[src/rtl/nbb_pkg.sv]
package nbb_pkg;

    typedef enum logic [1:0] {
        ST_IDLE  = 2'd0,
        ST_ISSUE = 2'd1,
        ST_WAIT  = 2'd2
    } nbb_state_e;

    localparam logic [1:0] RES_NONE = 2'b00;

endpackage

[src/rtl/nbb_req_decode.sv]
module nbb_req_decode #(
    parameter int NUM_BLOCKS      = 2048,
    parameter int PAGES_PER_BLOCK = 64,
    parameter int BLK_IN_W        = 12,
    localparam int BLK_W          = $clog2(NUM_BLOCKS),
    localparam int PAGE_SHIFT     = $clog2(PAGES_PER_BLOCK),
    localparam int PAGE_W         = BLK_W + PAGE_SHIFT
) (
    input  logic [BLK_IN_W-1:0] blk_i,
    output logic                in_range_o,
    output logic [PAGE_W-1:0]   page_o
);
    // Range check against the device size, then shift to the first page.
    assign in_range_o = (blk_i < BLK_IN_W'(NUM_BLOCKS));
    assign page_o     = {blk_i[BLK_W-1:0], {PAGE_SHIFT{1'b0}}};

endmodule

[src/rtl/nbb_verdict.sv]
module nbb_verdict #(
    parameter logic [7:0] MARK_BYTE = 8'h33
) (
    input  logic       is_mark_i,
    input  logic [7:0] rsp_byte_i,
    output logic       flag_o
);
    // Mark: program status bit 0 set means failure.
    // Check: marker byte present means retired block.
    always_comb begin
        if (is_mark_i) flag_o = rsp_byte_i[0];
        else           flag_o = (rsp_byte_i == MARK_BYTE);
    end

endmodule

[src/rtl/nbb_engine.sv]
module nbb_engine
    import nbb_pkg::*;
#(
    parameter int         NUM_BLOCKS      = 2048,
    parameter int         PAGES_PER_BLOCK = 64,
    parameter int         BLK_IN_W        = 12,
    parameter int         COL_W           = 12,
    parameter int         MARK_COL        = 2054,
    parameter logic [7:0] MARK_BYTE       = 8'h33,
    localparam int        PAGE_W          = $clog2(NUM_BLOCKS) + $clog2(PAGES_PER_BLOCK)
) (
    input  logic                clk,
    input  logic                rst_n,
    input  logic                req_valid,
    input  logic                req_mark,
    input  logic [BLK_IN_W-1:0] req_block,
    output logic                busy_o,
    output logic                done_o,
    output logic [1:0]          result_o,
    output logic                err_o,
    output logic                op_valid_o,
    input  logic                op_ready_i,
    output logic                op_write_o,
    output logic [PAGE_W-1:0]   op_page_o,
    output logic [COL_W-1:0]    op_col_o,
    output logic [7:0]          op_wdata_o,
    input  logic                rsp_valid_i,
    input  logic [7:0]          rsp_data_i
);

    typedef struct packed {
        nbb_state_e          state;
        logic                is_mark;
        logic [PAGE_W-1:0]   page;
        logic                done;
        logic                err;
        logic [1:0]          result;
    } eng_t;

    eng_t cur_q, nxt_d;

    logic              blk_ok;
    logic [PAGE_W-1:0] blk_page;
    logic              verdict;

    nbb_req_decode #(
        .NUM_BLOCKS      (NUM_BLOCKS),
        .PAGES_PER_BLOCK (PAGES_PER_BLOCK),
        .BLK_IN_W        (BLK_IN_W)
    ) decode_i (
        .blk_i      (req_block),
        .in_range_o (blk_ok),
        .page_o     (blk_page)
    );

    nbb_verdict #(
        .MARK_BYTE (MARK_BYTE)
    ) verdict_i (
        .is_mark_i  (cur_q.is_mark),
        .rsp_byte_i (rsp_data_i),
        .flag_o     (verdict)
    );

    always_comb begin
        nxt_d      = cur_q;
        nxt_d.done = 1'b0;
        case (cur_q.state)
            ST_IDLE: begin
                if (req_valid) begin
                    nxt_d.result  = RES_NONE;
                    nxt_d.err     = 1'b0;
                    nxt_d.is_mark = req_mark;
                    nxt_d.page    = blk_page;
                    if (blk_ok) begin
                        nxt_d.state = ST_ISSUE;
                    end else begin
                        nxt_d.done = 1'b1;
                        nxt_d.err  = 1'b1;
                    end
                end
            end
            ST_ISSUE: begin
                if (op_ready_i) nxt_d.state = ST_WAIT;
            end
            ST_WAIT: begin
                if (rsp_valid_i) begin
                    nxt_d.state  = ST_IDLE;
                    nxt_d.done   = 1'b1;
                    nxt_d.result = {1'b1, verdict};
                end
            end
            default: nxt_d.state = ST_IDLE;
        endcase
    end

    always_ff @(posedge clk or negedge rst_n) begin
        if (!rst_n) begin
            cur_q <= '{state: ST_IDLE, is_mark: 1'b0, page: '0,
                       done: 1'b0, err: 1'b0, result: RES_NONE};
        end else begin
            cur_q <= nxt_d;
        end
    end

    assign busy_o     = (cur_q.state != ST_IDLE);
    assign done_o     = cur_q.done;
    assign result_o   = cur_q.result;
    assign err_o      = cur_q.err;
    assign op_valid_o = (cur_q.state == ST_ISSUE);
    assign op_write_o = cur_q.is_mark;
    assign op_page_o  = cur_q.page;
    assign op_col_o   = COL_W'(MARK_COL);
    assign op_wdata_o = MARK_BYTE;

    AST_OP_HOLD: assert property (@(posedge clk) disable iff (!rst_n)
        (op_valid_o && !op_ready_i) |=> (op_valid_o && $stable(op_page_o) && $stable(op_write_o)));
    AST_ERR_NO_OP: assert property (@(posedge clk) disable iff (!rst_n)
        err_o |-> (!op_valid_o && !busy_o));
    AST_DONE_PULSE: assert property (@(posedge clk) disable iff (!rst_n)
        done_o |=> !done_o);
    AST_BUSY_NO_DONE: assert property (@(posedge clk) disable iff (!rst_n)
        busy_o |-> !done_o);
    AST_RES_HELD: assert property (@(posedge clk) disable iff (!rst_n)
        (!done_o && !$rose(busy_o)) |-> $stable(result_o));
    AST_VALID_ON_DONE: assert property (@(posedge clk) disable iff (!rst_n)
        (done_o && !err_o) |-> result_o[1]);

endmodule

[config.mk]
export PLATFORM = sky130hd
export DESIGN_NAME = nbb_engine
export DESIGN_NICKNAME = d
export VERILOG_FILES = /design/src/rtl/nbb_pkg.sv /design/src/rtl/nbb_req_decode.sv /design/src/rtl/nbb_verdict.sv /design/src/rtl/nbb_engine.sv
export SDC_FILE = /design/constraint.sdc
export NUM_CORES = 1
export LEC_CHECK = 0
export BUFFER_PORTS_ARGS = -buffer_cell sky130_fd_sc_hd__buf_2
export CAP_MARGIN = 25
export CORE_MARGIN = 10
export CORE_UTILIZATION = 47
export CTS_BUF_LIST = sky130_fd_sc_hd__clkbuf_2 sky130_fd_sc_hd__clkbuf_4 sky130_fd_sc_hd__clkbuf_8
export CTS_CLUSTER_DIAMETER = 50
export DETAILED_ROUTE_END_ITERATION = 8
export PLACE_DENSITY = 0.85
export SYNTH_ARGS = -nofsm -noshare
export SYNTH_HDL_FRONTEND = slang
export SYNTH_SLANG_ARGS = --single-unit
[constraint.sdc]
create_clock -name clk -period 2.7 [get_ports clk]
set_clock_uncertainty 0.05 [all_clocks]
set_input_delay 0.405 -clock clk [delete_from_list [all_inputs] [get_ports clk]]
set_output_delay 0.405 -clock clk [all_outputs]
set_load 0.03 [all_outputs]
==> results by group, run 1 <==
Power and ir drop
  – Sw Pwr: 0.436 mW
  – Sequential Power Share: 0.381
  – Sw Ratio: 0.422
  – Static Leak: 0.650 nW
  – Worst vdd ir: 0.000443 V
  – Pint: 0.598 mW
  – Tot Pwr: 1.03 mW
  – Clock Power Share: 0.153
  – Power Density: 888 nW/µm²
  – Comb pwr share: 0.466

CTS
  – H-tree depth: 1
  – Skew-Pair Late Insertion Delay: 280 ps
  – TritonCTS clock tree: built
  – Num CTS Buffers: 3
  – CTS sink count: 18
  – Root Buffer: clkbuf_4
  – Clock slew at reported path FFs: 90 ps
  – Max clock buf depth: 2
  – Setup bufs post-CTS: 0

Logic synthesis
  – Synth warn: 0
  – Synth area leaders: dfrtp_1 41%, buf_4 27%, mux2_4 11%
  – Synth area leader: dfrtp_1
  – Post-synth EDFFs: 0
  – Synthesized area: 1090 µm²
  – Synth async-reset ratio: 1.00
  – Flops & latches, synth: 18
  – Yosys cell types: 21
  – Top_reg_cell synth: dfrtp_1
  – Post-synthesis compound-gate area fraction: 0.0378
  – Yosys top cell area share: 0.413
  – Main combinational cell family by area after synthesis: buffers and inverters
  – Simple-Gate Fraction of Synth Area: 0.0780
  – Post-synthesis adder-cell area fraction: 0
  – Seq/Total Area, Yosys: 0.413
  – Synth Area in XOR/XNOR: 0
  – Syn Area/Cell: 11.5 µm²
  – Mux cell area share after synthesis: 0.171
  – Syn Inst Count: 95

Setup path
  – FF-to-FF Start: cur_q[22]
  – Startpoint Class: register
  – Crit. End Element: output pin
  – Worst stage delay on the critical path: 440 ps
  – Largest fanout on the critical path: 7
  – CP max-delay cell: dfrtp_1
  – CP bufs+invs: 1
  – Critical path required time: 2250 ps
  – Crit path kind: register to output pin
  – CP delay by family, top: flip-flops
  – Slack of the worst reg-to-reg path: 1160 ps
  – Reg2reg path depth: 3
  – Origin of the worst setup path: cur_q[22]
  – WP data arrival: 1210 ps
  – Worst r2r dst: op_page_o[9]
  – Cells along the critical path: or2_4 > buf_2

Timing
  – Fin crit period: 1660 ps
  – Period utilisation layout: 0.616
  – Finish-stage setup viols: 0
  – Final hold violation count: 0
  – TNS Setup: 0 ps
  – Unrepaired setup endpoints after global routing: false
  – F_max: 601 MHz
  – Max-slew violations: 0

Cells and area
  – ANT cells: 0
  – Area Overhead vs Synth: 6.77%
  – Layout cells sized above 1: 0.488
  – Layout Nets: 154
  – Filler cells: 203

Hold path
  – Min-Delay Path Class: input port to register
  – HP Start: op_ready_i
  – Hold endpoint: cur_q[23]
  – Hold path cells: 3

Floorplanning
  – Full die area: 4650 µm²
  – Num rows: 17
  – Die height: 68.2 µm
  – Die Wd: 68.2 µm
  – Core Footprint: 2210 µm²
  – I/O pin cnt: 70
  – Initial core utilization: 0.493

Global routing
  – Largest net degree at the start of global routing: 19
  – First-pass GRT wire length: 3.33 mm
  – Met1 Usage GRT: 0.0965
  – Vias in the first global route: 687
  – Met3 usage: 0.0506
  – Met2 usage: 0.165
  – GRT Max-Usage Layer: met2
  – Grt ovf: 0
  – Antenna violations before repair: 0
  – GRT Total Usage: 0.0961

Placed design
  – Port Buffer Count: 43
  – GP Congestion: 0.724
  – Hpwl dp: 1.95 mm

Detailed routing
  – DRC viols: 0
  – WL/cell: 14.8 µm
  – Antenna viol nets, final: 0
  – First-pass DRT Iterations: 2
  – Initial DRC count: 13
  – Vias per Instance: 4.22
  – Routed via count: 654
  – Total Routed Length: 2.30 mm

Job
  – Max Cap Viol: 0

Outcome
  – Status: finished clean
==> cell usage after synthesis, drive strengths merged (2+ instances only) <==
cell	instances
buf	40
dfrtp	18
mux2	13
nor2	4
o21ai	3
conb	2
inv	2
nand2	2
nor2b	2
==> flip-flops by register name, summed over array words and instances (netlist names) <==
register and flops:
op_write_o 1, err_o 1, result_o 2, op_page_o 11, cur_q 2, done_o 1
==> tightest hold or removal path, stage by stage <==
cell and delay [ps]:
buf_2 90, nand2_1 40, o21ai_0 60
==> power groups by stage <==
stage	clock [mW]	combinational (mW)	sequential (mW)
global placement	0	0.480	0.390
floorplan	0	0.460	0.412
global route	0.182	0.513	0.406
CTS	0.167	0.488	0.394
detailed placement	0	0.485	0.399
finish	0.158	0.482	0.394
==> layout by cell type (no fill, tap or decap) <==
cell type and n:
a31oi_1 1, nand2b_1 1, o21ai_0 3, nor2_1 3, clkbuf_8 1, clkbuf_4 3, a21oi_1 1, dlygate4sd3_1 1
a21o_1 1, buf_2 43, or2_4 1, dfrtp_1 18, and3b_1 1, nor4bb_1 1, nand2_1 2, inv_1 2
mux2_2 5, mux2_4 8, nor2_8 1, mux2i_1 1, o21bai_1 1, conb_1 26, nor2b_1 2
==> cell type report <==
type | count | area, µm² | share of cell area
Clock buffer | 4 | 36.3 | 0.0311
Multi-Input combinational cell | 59 | 410 | 0.352
Timing Repair Buffer | 44 | 225 | 0.193
Inverter | 2 | 7.51 | 0.00644
Sequential cell | 18 | 450 | 0.387
Tap cell | 28 | 35.0 | 0.0301
==> how the worst max path moves through the flow <==
stage | endpoint | slack, ps | cells after the start
after floorplan | op_page_o[10] | 1230 | 4
after global placement | op_page_o[7] | 1220 | 3
after detailed placement | op_page_o[9] | 1160 | 3
after CTS | busy_o | 1020 | 2
after global routing | busy_o | 980 | 2
final | busy_o | 1040 | 2
==> metal layers <==
layer	vias up	routed length, µm
met5	-	0
met4	0	11
met3	2	360
met2	38	1160
met1	309	767
li1	305	-
==> logic make-up after synthesis <==
logic type	Yosys count
mux	14
other cells	2
flops	18
simple gates	12
compound gates	7
buf+inv	42
==> through the flow <==
step                      area, µm²   util  setup WS, ps  hold slack [ps]  instances
after CTS                      1160  0.527          1020              281        155
final                          1160  0.527          1040              292        155
after global routing           1160  0.527           981              275        155
after detailed placement       1120  0.506          1160              295        150
after floorplan                1180      -          1230             59.4        119
after global placement         1120  0.506          1220              289        150
==> timing repair <==
item	in CTS	in global routing
endpoints found under the hold margin	18	0
hold buffers	1	0
resized for setup	0	0
(Power assumes the default switching activity.)
==> run 2, diff against run 1 <==
- CORE_UTILIZATION: 47 -> 43
- PLACE_DENSITY: 0.85 -> 0.78
- clock period: 2.7 -> 1.7 ns (I/O delays scaled with it)
==> results by group, run 2 (synthesized netlist as in run 1, its figures left out) <==
Floorplanning
  – Die height: 70.4 µm (was 68.2 µm)
  – I/O pin cnt: 70 (unchanged)
  – Full die area: 4950 µm² (was 4650 µm²)
  – Initial core utilization: 0.444 (was 0.493)
  – Die Wd: 70.4 µm (was 68.2 µm)
  – Num rows: 18 (was 17)
  – Core Footprint: 2450 µm² (was 2210 µm²)

Power and ir drop
  – Clock Power Share: 0.156 (was 0.153)
  – Sw Ratio: 0.423 (was 0.422)
  – Pint: 0.950 mW (was 0.598 mW)
  – Sw Pwr: 0.697 mW (was 0.436 mW)
  – Comb pwr share: 0.465 (was 0.466)
  – Worst vdd ir: 0.000769 V (was 0.000443 V)
  – Sequential Power Share: 0.379 (was 0.381)
  – Power Density: 1410 nW/µm² (was 888 nW/µm²)
  – Static Leak: 0.650 nW (unchanged)
  – Tot Pwr: 1.65 mW (was 1.03 mW)

Job
  – Max Cap Viol: 0 (unchanged)

Global routing
  – Antenna violations before repair: 0 (unchanged)
  – GRT Total Usage: 0.0893 (was 0.0961)
  – Vias in the first global route: 807 (was 687)
  – Largest net degree at the start of global routing: 19 (unchanged)
  – First-pass GRT wire length: 3.66 mm (was 3.33 mm)
  – Grt ovf: 0 (unchanged)

Cells and area
  – Layout cells sized above 1: 0.488 (unchanged)
  – Number of flip-flops under the largest register name: 11 (unchanged)
  – Area Overhead vs Synth: 7.00% (was 6.77%)
  – ANT cells: 0 (unchanged)
  – Filler cells: 238 (was 203)
  – Layout Nets: 154 (unchanged)
  – Commonest non-fill, non-tap cell in the layout: buf_2 (unchanged)
  – Fin area: 1170 µm² (was 1160 µm²)
  – Commonest non-fill, non-tap cells in the layout: 43 x buf_2, 26 x conb_1, 18 x dfrtp_1, 8 x mux2_4, 5 x mux2_2 (unchanged)
  – Core Util, Final: 0.476 (was 0.527)

Setup path
  – Startpoint Class: register (unchanged)
  – FF-to-FF Start: cur_q[22] (unchanged)
  – Crit path kind: register to register (was register to output pin)
  – Critical path required time: 1830 ps (was 2250 ps)
  – Origin of the worst setup path: cur_q[22] (unchanged)
  – WP data arrival: 1670 ps (was 1210 ps)
  – Largest fanout on the critical path: 15 (was 7)
  – Crit. End Element: register (was output pin)

Detailed routing
  – Total Routed Length: 2.26 mm (was 2.30 mm)
  – Initial DRC count: 33 (was 13)
  – First-pass DRT Iterations: 2 (unchanged)
  – WL/cell: 14.4 µm (was 14.8 µm)
  – Routed via count: 669 (was 654)
  – DRC viols: 0 (unchanged)
  – Vias per Instance: 4.26 (was 4.22)
  – Antenna viol nets, final: 0 (unchanged)

CTS
  – Root Buffer: clkbuf_4 (unchanged)
  – Setup bufs post-CTS: 0 (unchanged)
  – Clock slew at reported path FFs: 100 ps (was 90 ps)
  – Num CTS Buffers: 3 (unchanged)
  – Max clock buf depth: 2 (unchanged)
  – Skew-Pair Late Insertion Delay: 290 ps (was 280 ps)
  – TritonCTS clock tree: built (unchanged)
  – H-tree depth: 1 (unchanged)
  – CTS sink count: 18 (unchanged)

Hold path
  – Min-Delay Path Class: input port to register (unchanged)
  – HP Start: req_mark (was op_ready_i)

Placed design
  – Post-DP Area: 1120 µm² (about the same)
  – Hpwl dp: 1.92 mm (was 1.95 mm)
  – Port Buffer Count: 43 (unchanged)
  – GP Congestion: 0.712 (was 0.724)

Timing
  – Finish-stage setup viols: 0 (unchanged)
  – F_max: 649 MHz
  – Unrepaired setup endpoints after global routing: false (unchanged)
  – Period utilisation layout: 0.906
  – Final hold violation count: 0 (unchanged)
  – Max-slew violations: 0 (unchanged)
  – Fin crit period: 1540 ps
  – TNS Setup: 0 ps (unchanged)

Outcome
  – Status: finished clean (unchanged)
run 2: cell counts in the layout (fill, tap and decap cells not counted):
No cell type changed its count.
run 2: final timing paths:
path                       cells after the start             to  slack (ps)
hold reg to reg                                1   op_page_o[9]         470
max in group asynchronous                      2      cur_q[23]         960
setup reg to reg                               3   op_page_o[8]         160
hold / removal                                 2     op_write_o         130
min in group asynchronous                      2  op_page_o[14]         370
setup / recovery                               3   op_page_o[8]         160
run 2: critical path, stage by stage (launching register included):
cell	delay [ps]
dfrtp_1	440
or2_4	300
nor2_8	260
mux2_2	370
run 2: area by class of cell:
type	count	area (µm²)	share of cell area
well taps	30	37.5	0.0322
clock buffers	4	36.3	0.0311
multi-input cells	59	410	0.352
inverters	2	7.51	0.00643
repair buffers	44	225	0.193
flip-flops and latches	18	450	0.386
run 2: routing by layer:
metal  GRT usage  vias up  share of wire
met3      0.0607        4           0.12
li1            -      307              -
met1      0.0865      314           0.39
met4      0.0197        0         0.0057
met5           0        -              0
met2       0.153       44           0.48
run 2: through the flow:
stage	instances	worst slack, ps	hold slack, ps
6_report	157	160	135
5_1_grt	157	94.8	115
4_1_cts	157	147	125
3_5_place_dp	152	160	145
3_3_place_gp	152	214	142
2_1_floorplan	119	229	-90.6
run 2: power groups by stage:
| stage | Combinational, mW | Sequential, mW | Clock (mW) |
|---|---|---|---|
| after floorplan | 0.730 | 0.654 | 0 |
| after global placement | 0.761 | 0.622 | 0 |
| after detailed placement | 0.771 | 0.633 | 0 |
| after CTS | 0.777 | 0.625 | 0.269 |
| after global routing | 0.818 | 0.644 | 0.288 |
| final | 0.766 | 0.624 | 0.257 |
run 2: what timing repair did:
item,CTS,global route
endpoints found under the hold margin,18,0
gates resized for setup,0,0
hold buffers,1,0
endpoints found under the setup margin,0,0
